File: config.mk
export PLATFORM = sky130hd
export DESIGN_NAME = ind_read_engine
export DESIGN_NICKNAME = d
export VERILOG_FILES = /design/src/rtl/ird_pkg.sv /design/src/rtl/ird_packer.sv /design/src/rtl/ird_fifo.sv /design/src/rtl/ind_read_engine.sv
export SDC_FILE = /design/constraint.sdc
export NUM_CORES = 1
export LEC_CHECK = 0
export CAP_MARGIN = 20
export CORE_UTILIZATION = 65
export CTS_BUF_LIST = sky130_fd_sc_hd__clkbuf_16
export DETAILED_ROUTE_END_ITERATION = 10
export DONT_BUFFER_PORTS = 1
export GPL_ROUTABILITY_DRIVEN = 0
export PLACE_DENSITY_LB_ADDON = 0.08
export SYNTH_ARGS = -nofsm -noshare
export SYNTH_HDL_FRONTEND = slang
export SYNTH_SLANG_ARGS = --single-unit
File: constraint.sdc
create_clock -name clk -period 8 [get_ports clk]
set_input_delay 1.2 -clock clk [delete_from_list [all_inputs] [get_ports clk]]
set_output_delay 1.2 -clock clk [all_outputs]
set_load 0.05 [all_outputs]
File: src/rtl/ird_pkg.sv
package ird_pkg;
    localparam int REG_AW = 3;

    localparam logic [REG_AW-1:0] A_CTRL  = 3'd0;
    localparam logic [REG_AW-1:0] A_SADDR = 3'd1;
    localparam logic [REG_AW-1:0] A_COUNT = 3'd2;
    localparam logic [REG_AW-1:0] A_WMARK = 3'd3;
    localparam logic [REG_AW-1:0] A_STAT  = 3'd4;
    localparam logic [REG_AW-1:0] A_MASK  = 3'd5;
    localparam logic [REG_AW-1:0] A_LEVEL = 3'd6;
    localparam logic [REG_AW-1:0] A_WIN   = 3'd7;

    // control register bits
    localparam int C_START  = 0;
    localparam int C_CANCEL = 1;
    localparam int C_BUSY   = 4;
    localparam int C_DONE   = 5;

    // status register bits
    localparam int S_CMPL   = 2;
    localparam int S_REJECT = 3;
    localparam int S_WMARK  = 6;
    localparam int S_OVFL   = 12;
    localparam int STAT_W   = 13;

    typedef enum logic [1:0] {
        ST_IDLE,
        ST_ISSUE,
        ST_FETCH
    } eng_state_t;
endpackage

File: src/rtl/ird_packer.sv
module ird_packer #(
    parameter int WORD_BYTES = 4
) (
    input  logic                    clk,
    input  logic                    rst_n,
    input  logic                    flush,
    input  logic                    byte_take,
    input  logic                    byte_last,
    input  logic [7:0]              byte_in,
    output logic [8*WORD_BYTES-1:0] word_out,
    output logic                    word_push
);
    localparam int WORD_W = 8 * WORD_BYTES;
    localparam int LANE_W = (WORD_BYTES > 1) ? $clog2(WORD_BYTES) : 1;
    localparam logic [LANE_W-1:0] LANE_TOP = LANE_W'(WORD_BYTES - 1);

    logic [LANE_W-1:0] lane_q;
    logic [WORD_W-1:0] acc_q;
    logic [WORD_W-1:0] merged;

    always_comb begin
        merged = acc_q;
        merged[lane_q*8 +: 8] = byte_in;
        word_out  = merged;
        word_push = byte_take && (byte_last || lane_q == LANE_TOP);
    end

    always_ff @(posedge clk or negedge rst_n) begin
        if (!rst_n) begin
            lane_q <= '0;
            acc_q  <= '0;
        end else if (flush) begin
            lane_q <= '0;
            acc_q  <= '0;
        end else if (byte_take) begin
            if (word_push) begin
                lane_q <= '0;
                acc_q  <= '0;
            end else begin
                lane_q <= lane_q + 1'b1;
                acc_q  <= merged;
            end
        end
    end
endmodule

File: src/rtl/ird_fifo.sv
module ird_fifo #(
    parameter int WIDTH = 32,
    parameter int DEPTH = 16
) (
    input  logic                       clk,
    input  logic                       rst_n,
    input  logic                       clear,
    input  logic                       push,
    input  logic [WIDTH-1:0]           wdata,
    input  logic                       pop,
    output logic [WIDTH-1:0]           rdata,
    output logic [$clog2(DEPTH+1)-1:0] level,
    output logic                       full,
    output logic                       empty
);
    localparam int PTR_W = (DEPTH > 1) ? $clog2(DEPTH) : 1;
    localparam int LVL_W = $clog2(DEPTH + 1);
    localparam logic [PTR_W-1:0] PTR_TOP = PTR_W'(DEPTH - 1);
    localparam logic [LVL_W-1:0] LVL_MAX = LVL_W'(DEPTH);

    logic [WIDTH-1:0] mem [DEPTH];
    logic [PTR_W-1:0] wptr_q, rptr_q;
    logic [LVL_W-1:0] cnt_q;
    logic             do_push, do_pop;

    assign full    = (cnt_q == LVL_MAX);
    assign empty   = (cnt_q == '0);
    assign level   = cnt_q;
    assign do_push = push && !full;
    assign do_pop  = pop && !empty;
    assign rdata   = empty ? '0 : mem[rptr_q];

    always_ff @(posedge clk) begin
        if (do_push) mem[wptr_q] <= wdata;
    end

    always_ff @(posedge clk or negedge rst_n) begin
        if (!rst_n) begin
            wptr_q <= '0;
            rptr_q <= '0;
            cnt_q  <= '0;
        end else if (clear) begin
            wptr_q <= '0;
            rptr_q <= '0;
            cnt_q  <= '0;
        end else begin
            if (do_push) wptr_q <= (wptr_q == PTR_TOP) ? '0 : wptr_q + 1'b1;
            if (do_pop)  rptr_q <= (rptr_q == PTR_TOP) ? '0 : rptr_q + 1'b1;
            if (do_push && !do_pop)      cnt_q <= cnt_q + 1'b1;
            else if (do_pop && !do_push) cnt_q <= cnt_q - 1'b1;
        end
    end
endmodule

File: src/rtl/ind_read_engine.sv
module ind_read_engine
    import ird_pkg::*;
#(
    parameter int ADDR_W = 32,
    parameter int CNT_W  = 16,
    parameter int DEPTH  = 16
) (
    input  logic              clk,
    input  logic              rst_n,
    input  logic              reg_wr_en,
    input  logic              reg_rd_en,
    input  logic [2:0]        reg_addr,
    input  logic [31:0]       reg_wdata,
    output logic [31:0]       reg_rdata,
    output logic              irq,
    output logic              fl_cmd_valid,
    output logic [ADDR_W-1:0] fl_cmd_addr,
    output logic [CNT_W-1:0]  fl_cmd_len,
    output logic              fl_abort,
    input  logic [7:0]        fl_data,
    input  logic              fl_data_valid,
    output logic              fl_data_ready
);
    localparam int WORD_BYTES = 4;
    localparam int WORD_W     = 8 * WORD_BYTES;
    localparam int LVL_W      = $clog2(DEPTH + 1);

    eng_state_t state_q, state_d;

    logic [ADDR_W-1:0] saddr_q;
    logic [CNT_W-1:0]  count_q, wmark_q, remain_q;
    logic [STAT_W-1:0] stat_q, mask_q, stat_set;
    logic              done_q, wm_hit_q;

    logic              wr_ctrl, start_req, cancel_req, cancel_now;
    logic              accept_start, reject, busy, byte_take, last_byte, xfer_end;
    logic              win_rd, fifo_pop, underflow, wm_hit;
    logic [WORD_W-1:0] pk_word, fifo_rdata;
    logic              pk_push, fifo_full, fifo_empty;
    logic [LVL_W-1:0]  fifo_level;
    logic [31:0]       lvl_bytes;

    // request decode
    assign busy         = (state_q != ST_IDLE);
    assign wr_ctrl      = reg_wr_en && (reg_addr == A_CTRL);
    assign start_req    = wr_ctrl && reg_wdata[C_START];
    assign cancel_req   = wr_ctrl && reg_wdata[C_CANCEL];
    assign cancel_now   = cancel_req && busy;
    assign accept_start = start_req && !busy && !cancel_req && (count_q != '0);
    assign reject       = start_req && busy && !cancel_req;
    assign byte_take    = fl_data_valid && fl_data_ready;
    assign last_byte    = (remain_q == CNT_W'(1));
    assign xfer_end     = byte_take && last_byte && !cancel_now;
    assign win_rd       = reg_rd_en && (reg_addr == A_WIN);
    assign fifo_pop     = win_rd && !fifo_empty;
    assign underflow    = win_rd && fifo_empty;
    assign lvl_bytes    = 32'(fifo_level) << 2;
    assign wm_hit       = (wmark_q != '0) && (lvl_bytes >= 32'(wmark_q));

    // state register
    always_ff @(posedge clk or negedge rst_n) begin
        if (!rst_n) state_q <= ST_IDLE;
        else        state_q <= state_d;
    end

    // next state
    always_comb begin
        state_d = state_q;
        unique case (state_q)
            ST_IDLE:  if (accept_start) state_d = ST_ISSUE;
            ST_ISSUE: state_d = cancel_now ? ST_IDLE : ST_FETCH;
            ST_FETCH: if (cancel_now || xfer_end) state_d = ST_IDLE;
            default:  state_d = ST_IDLE;
        endcase
    end

    // outputs of the state machine
    always_comb begin
        fl_cmd_valid  = 1'b0;
        fl_data_ready = 1'b0;
        unique case (state_q)
            ST_IDLE:  ;
            ST_ISSUE: fl_cmd_valid = 1'b1;
            ST_FETCH: fl_data_ready = !fifo_full;
            default:  ;
        endcase
    end

    assign fl_cmd_addr = saddr_q;
    assign fl_cmd_len  = count_q;
    assign fl_abort    = cancel_now;

    ird_packer #(.WORD_BYTES(WORD_BYTES)) u_pack (
        .clk       (clk),
        .rst_n     (rst_n),
        .flush     (cancel_now),
        .byte_take (byte_take),
        .byte_last (last_byte),
        .byte_in   (fl_data),
        .word_out  (pk_word),
        .word_push (pk_push)
    );

    ird_fifo #(.WIDTH(WORD_W), .DEPTH(DEPTH)) u_buf (
        .clk   (clk),
        .rst_n (rst_n),
        .clear (cancel_now),
        .push  (pk_push && !cancel_now),
        .wdata (pk_word),
        .pop   (fifo_pop),
        .rdata (fifo_rdata),
        .level (fifo_level),
        .full  (fifo_full),
        .empty (fifo_empty)
    );

    always_comb begin
        stat_set = '0;
        stat_set[S_CMPL]   = xfer_end;
        stat_set[S_REJECT] = reject;
        stat_set[S_WMARK]  = wm_hit && !wm_hit_q;
        stat_set[S_OVFL]   = underflow;
    end

    // programming registers, status and progress
    always_ff @(posedge clk or negedge rst_n) begin
        if (!rst_n) begin
            saddr_q  <= '0;
            count_q  <= '0;
            wmark_q  <= '0;
            stat_q   <= '0;
            mask_q   <= '0;
            done_q   <= 1'b0;
            wm_hit_q <= 1'b0;
            remain_q <= '0;
        end else begin
            wm_hit_q <= wm_hit;
            if (reg_wr_en) begin
                unique case (reg_addr)
                    A_SADDR: saddr_q <= reg_wdata[ADDR_W-1:0];
                    A_COUNT: count_q <= reg_wdata[CNT_W-1:0];
                    A_WMARK: wmark_q <= reg_wdata[CNT_W-1:0];
                    A_MASK:  mask_q  <= reg_wdata[STAT_W-1:0];
                    default: ;
                endcase
            end
            if (reg_wr_en && reg_addr == A_STAT)
                stat_q <= (stat_q & ~reg_wdata[STAT_W-1:0]) | stat_set;
            else
                stat_q <= stat_q | stat_set;
            if (xfer_end)                    done_q <= 1'b1;
            else if (wr_ctrl && reg_wdata[C_DONE]) done_q <= 1'b0;
            if (accept_start)   remain_q <= count_q;
            else if (cancel_now) remain_q <= '0;
            else if (byte_take) remain_q <= remain_q - 1'b1;
        end
    end

    assign irq = |(stat_q & mask_q);

    always_comb begin
        reg_rdata = '0;
        unique case (reg_addr)
            A_CTRL: begin
                reg_rdata[C_BUSY] = busy;
                reg_rdata[C_DONE] = done_q;
            end
            A_SADDR: reg_rdata = 32'(saddr_q);
            A_COUNT: reg_rdata = 32'(count_q);
            A_WMARK: reg_rdata = 32'(wmark_q);
            A_STAT:  reg_rdata = 32'(stat_q);
            A_MASK:  reg_rdata = 32'(mask_q);
            A_LEVEL: reg_rdata = {16'h0, 16'(fifo_level)};
            A_WIN:   reg_rdata = fifo_rdata;
            default: reg_rdata = '0;
        endcase
    end
endmodule

After elaboration in Yosys (flattened, before gate mapping)
Memories as Yosys holds them, arrays and structs flattened.
Index checks and enable logic that the tools add are counted.
{"block": "op_classes", "n_addsub": 7, "order_cmp": 1, "n_eq_ne": 16, "shift": 2, "n_mux": 34, "n_bitwise": 5, "n_reduce_logical": 53}
{"operator": "one-hot mux 26 bit (6 select lines)", "n": 1}
{"operator": "2-to-1 mux 32 bit", "n": 4}
{"operator": "2-to-1 mux 16 bit", "n": 3}
{"operator": "negator 5 -> 34 bit", "n": 1}
{"operator": "variable shift 8 x 34 -> 32 bit (first input constant)", "n": 1}
{"operator": "indexed part select 8 x 34 -> 32 bit", "n": 1}
{"operator": "bitwise mux 32 bit", "n": 1}
{"operator": "nonzero test 16 bit", "n": 2}
{"operator": "one-hot mux 4 bit (7 select lines)", "n": 1}
{"operator": "AND 13 bit", "n": 2}
{"operator": "bitwise OR 13 bit", "n": 2}
{"operator": "logical AND 1 bit", "n": 25}
{"operator": "2-to-1 mux 4 bit", "n": 6}
{"operator": "== test 16 x 1 -> 1 bit (second input constant)", "n": 1}
{"operator": "greater-or-equal comparator 7 x 16 -> 1 bit", "n": 1}
{"operator": "one-hot mux 2 bit (8 select lines)", "n": 1}
{"operator": "subtractor 16 x 1 -> 16 bit (second input constant)", "n": 1}
{"operator": "2-to-1 mux 5 bit", "n": 3}
{"operator": "2-to-1 mux 13 bit", "n": 1}
{"operator": "inverter 13 bit", "n": 1}
{"operator": "OR reduction 13 bit", "n": 1}
{"operator": "== test 3 bit (second input constant)", "n": 4}
{"operator": "2-to-1 mux 2 bit", "n": 6}
{"operator": "AND reduction 2 bit", "n": 5}
{"operator": "20 further kinds", "n": 43}
{"block": "totals", "ff_bits": 157, "ram_bits": 512, "input_bits": 48, "out_inout_bits": 84, "n_memories": 1}
{"name": "u_buf.mem", "words": 16, "word_bits": 32, "rd": 1, "rd_ports_with_merged_regs": 0, "wr": 1, "line_no": "ird_fifo.sv:21", "text": "logic [WIDTH-1:0] mem [DEPTH];"}

Depth between registers and ports, before layout
Gate-level depths: netlist of the first run.
{"block": "depth", "ltp_word": 12, "ltp_mapped": 14}

Cells and area by module
Synthesis of the first run repeated with hierarchy kept, for this count alone.
{"block": "hier_totals", "cells_unflattened": 1576, "hier_area_um2": 28051.9}
{"mod": "ird_fifo", "n_inst": 1, "cells_each": 907, "area_per_inst_um2": 20319.5, "seq_area_each_um2": 15700.1}
{"mod": "ind_read_engine", "n_inst": 1, "cells_each": 514, "area_per_inst_um2": 5967.0, "seq_area_each_um2": 2752.6}
{"mod": "ird_packer", "n_inst": 1, "cells_each": 155, "area_per_inst_um2": 1765.4, "seq_area_each_um2": 850.8}

Worst setup path before layout of the first run
OpenSTA, ideal clock, no wires.
{"block": "synth_path", "path_kind": "input-to-output", "startpoint": "input reg_addr[1]", "endpoint": "output reg_rdata[13]", "arrival_ns": 3.005, "setup_slack_ns": 3.795, "stages": 5, "path_cell_list": "nor2b_1 > clkbuf_1 > clkbuf_1 > a21oi_1 > o21ai_0"}
{"block": "synth_via", "elab_chain_cells": 2}
{"item": "start: declaration", "line_no": "ind_read_engine.sv:12", "text": "input logic [2:0] reg_addr,"}
{"item": "== test 3 bit (tied with other cells)", "line_no": "ind_read_engine.sv:163", "text": "unique case (reg_addr)"}
{"item": "one-hot mux 26 bit (6 select lines) (*)", "line_no": "ind_read_engine.sv:163"}
{"item": "end: declaration", "line_no": "ind_read_engine.sv:14", "text": "output logic [31:0] reg_rdata,"}
Mark *: on every way between the ends. The rest lies on a longest branch, timed or not.

Final worst setup path of the first run
{"block": "layout_path", "startpoint": "register u_buf.cnt_q[0], in the netlist u_buf.level[0]", "endpoint": "output reg_rdata[2]"}
{"block": "layout_via", "elab_chain_cells": 3}
{"item": "start: declaration", "line_no": "ird_fifo.sv:23", "text": "logic [LVL_W-1:0] cnt_q;"}
{"item": "start signal: assignment", "line_no": "ird_fifo.sv:49", "text": "if (do_push && !do_pop) cnt_q <= cnt_q + 1'b1;"}
{"item": "start signal: assignment", "line_no": "ird_fifo.sv:50", "text": "else if (do_pop && !do_push) cnt_q <= cnt_q - 1'b1;"}
{"item": "zero test 5 bit", "line_no": "ird_fifo.sv:27", "text": "assign empty = (cnt_q == '0);"}
{"item": "2-to-1 mux 32 bit", "line_no": "ird_fifo.sv:31", "text": "assign rdata = empty ? '0 : mem[rptr_q];"}
{"item": "one-hot mux 4 bit (7 select lines)", "line_no": "ind_read_engine.sv:163"}
Every way passes these cells.

==> impl_metrics.tcl, run 1 <==
set metrics [dict create \
    status "completed" \
    p_clk_frac 0.306 \
    synth-edff-count 512 \
    ff2ff_path_depth 10 \
    finClkSkew_ns 0.0135 \
    reg2reg_slack_ns 4.44 \
    cts_tree "done" \
    nNetsFinal 1747 \
    grt_setup_unrepaired "no" \
    avgSynthCellArea_um2 17.1 \
    tns_ns 0 \
    setup_viol 0 \
    path_class "flop to output pin" \
    swShare 0.311 \
    yosys_warnings 0 \
    worstPathRequired_ns 6.80 \
    antenna_found_initial 1 \
    layout_commonest_cell "edfxtp_1" \
    routed_wl_um 66100 \
    path_cells "nor4_4 > nand2_1 > nand3b_1 > buf_4 > nor2_1 > or3_1" \
    finalCriticalPeriod_ns 5.03 \
    ys_seq_area_frac 0.695 \
    fin_crit_sh 0.629 \
    cts.sinks 669 \
    synthAdderAreaFrac 0.0106 \
    grt_pass1_vias 15598 \
    tightest_slew_ns 1.13 \
    drc 0 \
    layout_common_cells "edfxtp_1 (512), dfrtp_1 (154), mux4_2 (128)" \
    synth_xor_area_frac 0.00536 \
    seqPwrFrac 0.462 \
    dp_hpwl_um 38500 \
    power.density_mw_per_mm2 336 \
    grt_max_degree 158 \
    synth_fp_nets 1691 \
    arrival_ns 3.83 \
    pre_cts_ws_ns 3.38 \
    finalCoreUtilization 0.737 \
    io_pins 132 \
    start_util 0.661 \
    clk_pin_slew_ns 0.06 \
    drt_first_pass_iters 5 \
    cts-root-buf "clkbuf_16" \
    yosys.area_share.simple 0.0453 \
    drive_above_1_share 0.238 \
    maxSlewViolCount 0 \
    synth_compound_area_frac 0.0542 \
    ir_worst_vdd_uv 257 \
    die_area_mm2 0.0436 \
    synthesis.area_mm2 0.0278 \
    cts_made_buffers 67 \
    clockBufferDepth 3 \
    pwr-share-comb 0.232 \
    ant_nets 0 \
    maxCapViolCount 0 \
    cp_max_fo 20 \
    antennaDiodeCount 0 \
    grt_pass1_wl_um 98600 \
    hold_class "primary input to async pin" \
    vias_per_cell 6.83 \
    drt_iter0_drc 1649 \
    slowest_stage "nand3b_1" \
    vias 15483 \
    grt_overflow 0 \
    yosys_register_bits 669 \
    critPathCaptureType "output pin" \
    route.detailed.wl_per_inst_um 29.1 \
    p_int_uw 7170 \
    design.core.area_mm2 0.0420 \
    start_kind "flop" \
    post-cts-setup-buffers 0 \
    cts_hold_buf 0 \
    leakage_uw 0.0110 \
    power_switching_uw 3240 \
    num_rows 75 \
    whs_ns 0.300 \
    max_slew_margin 0.246 \
    yosysUniqueCellTypes 66 \
    hold_viol 0 \
    areaGrowthSynthToFinish_pct 11.5 \
    netlist_instances 1620 \
    max_freq_ghz 0.199 \
    async_flop_share 0.235 \
    die_w_um 209 \
    portBuffers 0 \
    insertion_delay_ns 0.60 \
    synthFlopType "edfxtp_1" \
    slowest_delay_ns 0.76 \
    setup_ws_ns 2.97 \
    synthMuxAreaShare 0.168 \
    cts_max_level 3 \
    grt_usage 0.312 \
    synth_top_family_by_area "multiplexers" \
    fillers 2522 \
    fp.dieH_um 209 \
    post_cts_resized 0 \
]
final timing paths:
path | end | start
min in group clk | stat_q[6] | wm_hit_q
min reg2reg | stat_q[6] | wm_hit_q
max | reg_rdata[2] | u_buf.level[0]
min | fl_cmd_addr[13] | rst_n
max in group asynchronous | fl_cmd_addr[16] | rst_n
max reg2reg | u_buf.level[4] | remain_q[6]
critical path, delay by kind of cell, from the launching register on:
kind	cells	cell delay [ns]
buffers and inverters	1	0.51
AND/OR/NAND/NOR	5	2.16
flip-flops	1	0.54
power by group through the flow:
stage,Combinational (uW),Clock [uW],Sequential [uW]
after global placement,2300,0,4870
after global routing,2600,3350,4850
after floorplan,1930,0,4630
after detailed placement,2360,0,4880
final,2410,3180,4820
after CTS,2380,3220,4810
cell type report:
type / count / area [um2] / share of cell area
timing repair buffer: 73 / 626 / 0.0202
clock buffer: 69 / 1730 / 0.0557
clock inverter: 53 / 508 / 0.0164
inverter: 53 / 199 / 0.00642
sequential: 669 / 19300 / 0.623
multi-input combinational: 812 / 7940 / 0.256
tap: 539 / 674 / 0.0218
Yosys cell counts (all sizes together) (12+ instances only):
master    n  area [um2]
buf      52         261
mux2     76         856
o21ai    87         435
nand3    34         170
inv      53         199
edfxtp  512       15400
nand2    81         304
o22a     13         114
dfrtp   157        3930
and2     12        75.1
o22ai    17         106
nor2     46         175
ha       22         275
a21o     19         143
clkbuf   34         128
mux2i    94         941
mux4    128        2880
a21oi    34         170
per-stage QoR:
step           total power, uW  area [um2]  std cells
6_report                 10400       31000       2268
5_1_grt                  10800       31000       2268
4_1_cts                  10400       30900       2261
3_5_place_dp              7240       28700       2139
3_3_place_gp              7170       28600       2136
2_1_floorplan             6570       27800       1620
cell families after synthesis:
| logic type | count (synthesis) |
|---|---|
| buffers and inverters | 139 |
| flip-flops | 669 |
| AND/OR/NAND/NOR | 243 |
| XOR/XNOR | 17 |
| multiplexers | 298 |
| AO/OA/AOI/OAI | 231 |
| adder cells (fa/ha/maj) | 23 |
sequential cells by signal, indices dropped and copies added (netlist names), 2 cells and up:
name           count
fl_cmd_addr       32
fl_cmd_len        16
mask_q            13
remain_q          16
stat_q            13
state_q            2
u_buf.level        5
u_buf.mem        512
u_buf.rptr_q       4
u_buf.wptr_q       4
u_pack.acc_q      32
u_pack.lane_q      2
wmark_q           16
per-layer routing:
| layer | up-vias | track usage | share of wire |
|---|---|---|---|
| li1 | 6513 | - | - |
| met1 | 8117 | 0.449 | 0.40 |
| met2 | 749 | 0.490 | 0.49 |
| met3 | 104 | 0.0574 | 0.085 |
| met4 | 0 | 0.105 | 0.025 |
| met5 | - | 0 | 0 |
Note: power is estimated with default switching activity, not from simulation.
==> inputs of run 2 (changes only) <==
--- a/config.mk
+++ b/config.mk
@@ -6,7 +6,7 @@
 export NUM_CORES = 1
 export LEC_CHECK = 0
 export CAP_MARGIN = 20
-export CORE_UTILIZATION = 65
+export CORE_UTILIZATION = 63
 export CTS_BUF_LIST = sky130_fd_sc_hd__clkbuf_16
 export DETAILED_ROUTE_END_ITERATION = 10
 export DONT_BUFFER_PORTS = 1
==> constraint.sdc (replaced) <==
create_clock -name clk -period 4.9 [get_ports clk]
set_input_delay 0.735 -clock clk [delete_from_list [all_inputs] [get_ports clk]]
set_output_delay 0.735 -clock clk [all_outputs]
set_load 0.05 [all_outputs]
==> run 2 against run 1 <==
  * Power increased by 61%
  * Global-route usage decreased by 0.75 points
  * Die area increased by 3.1%
  * Sequential share of layout area about the same
  * Register-to-register slack got worse by 3.1 ns
  * Sequential cell count unchanged
  * Clock power increased by 56%
  * Critical path type unchanged
  * Critical endpoint is now reg_rdata[4]
  * Largest cell class unchanged
==> impl_metrics.tcl, run 2 (synthesis gave the netlist of run 1 again) <==
set metrics [dict create \
    vias 15272 \
    hold_viol 0 \
    max_slew_margin 0.215 \
    fin_crit_sh 0.821 \
    grt_max_degree 158 \
    insertion_delay_ns 0.61 \
    path_cells "nor4_4 > nand2_1 > nand3b_1 > buf_4 > o22ai_1 > o32a_1" \
    clk_pin_slew_ns 0.06 \
    r2r_end "u_buf.level[4]" \
    largest-register "u_buf.mem" \
    grt_usage 0.304 \
    cp_top_family "simple AND/OR/NAND/NOR gates" \
    cts_max_level 3 \
    critPathCaptureType "output pin" \
    vias_per_cell 6.57 \
    layoutNonFillerInstCount 2326 \
    grt_pass1_wl_um 98300 \
    grt_overflow 0 \
    ant_nets 0 \
    ir_worst_vdd_uv 356 \
    whs_ns 0.152 \
    cts_tree "done" \
    tightest_slew_ns 1.18 \
    setup_viol 0 \
    reg2reg_slack_ns 1.34 \
    drive_above_1_share 0.237 \
    die_w_um 212 \
    power.density_mw_per_mm2 542 \
    drt_iter0_drc 1698 \
    cp_max_fo 17 \
    die_area_mm2 0.0449 \
    io_pins 132 \
    start_kind "flop" \
    leakage_uw 0.0111 \
    arrival_ns 3.29 \
    worst-path-buf-inv 1 \
    maxSlewViolCount 0 \
    clockBufferDepth 3 \
    layout_common_cells "edfxtp_1 (512), dfrtp_1 (154), mux4_2 (128)" \
    grt_pass1_vias 15734 \
    slowest_delay_ns 0.52 \
    grt_setup_unrepaired "no" \
    cts-root-buf "clkbuf_16" \
    drt_first_pass_iters 5 \
    ff2ff_path_depth 10 \
    num_rows 76 \
    cts_made_buffers 69 \
    start_util 0.642 \
    fp.dieH_um 212 \
    finalCriticalPeriod_ns 4.02 \
    slowest_stage "dfrtp_1" \
    tns_ns 0 \
    path_class "flop to output pin" \
    finClkSkew_ns 0.0204 \
    areaGrowthSynthToFinish_pct 11.6 \
    nNetsFinal 1758 \
    max_freq_ghz 0.249 \
    dp.cells 2195 \
    routed_wl_um 65400 \
    route.detailed.wl_per_inst_um 28.1 \
    portBuffers 0 \
    layout_commonest_cell "edfxtp_1" \
    drc 0 \
    worstPathRequired_ns 4.16 \
    dp_hpwl_um 39300 \
    status "completed" \
    maxCapViolCount 0 \
    hold_class "primary input to async pin" \
    design.core.area_mm2 0.0433 \
    cts.sinks 669 \
    antenna_found_initial 1 \
    antennaDiodeCount 0 \
    timing.rr.start "remain_q[6]" \
    largest_reg_flops 512 \
]
[run 2: layout make-up]
class                      count  area (um2)
fill                        2687       12300
tap                          585         732
sequential                   669       19300
inverter                      53         199
timing repair buffer          82         683
clock inverter                52         320
multi-input combinational    812        7930
clock buffer                  73        1830
[run 2: stage by stage]
| step | instance area (um2) | setup slack [ns] | utilization | power, uW |
|---|---|---|---|---|
| after floorplan | 27800 | 1.63 | - | 10700 |
| after global placement | 28800 | 1.49 | 0.665 | 11800 |
| after detailed placement | 28800 | 1.42 | 0.665 | 11900 |
| after CTS | 31000 | 0.817 | 0.715 | 16900 |
| after global routing | 31000 | 0.725 | 0.717 | 17500 |
| final | 31000 | 0.878 | 0.717 | 16800 |
[run 2: report_power, final]
part           internal [uW]  switching (uW)
logic                   1810            2170
clock network           2850            2120
registers               6870             977
[run 2: how the worst max path moves through the flow]
| stage | from | endpoint | depth (start not counted) |
|---|---|---|---|
| final | u_buf.level[0] | reg_rdata[4] | 6 |
| after global routing | u_buf.level[0] | reg_rdata[4] | 6 |
| after CTS | u_buf.level[0] | reg_rdata[4] | 6 |
| after detailed placement | remain_q[6] | u_buf.level[4] | 10 |
| after global placement | u_buf.level[0] | reg_rdata[4] | 6 |
| after floorplan | reg_addr[1] | reg_rdata[13] | 5 |
[run 2: layer usage]
metal | wire length (um) | global-route usage
met5 | 13 | 0
met4 | 1960 | 0.102
met3 | 4870 | 0.0705
met2 | 31100 | 0.473
met1 | 27500 | 0.430
[run 2: worst reg2reg max path: stages, from the launching register on]
cell      delay (ns)
dfrtp_1         0.42
nor4_1          0.60
and4_1          0.57
o211a_1         0.42
nand2b_1        0.24
ha_1            0.36
a21o_1          0.13
a21o_1          0.15
o211ai_2        0.10
or3_1           0.32
a32oi_1         0.18
[run 2: what timing repair did]
item	CTS	global route
setup endpoints to repair	0	0
hold buffers	1	0
hold endpoints to repair	157	0
resized for setup	0	0
setup buffers	0	0
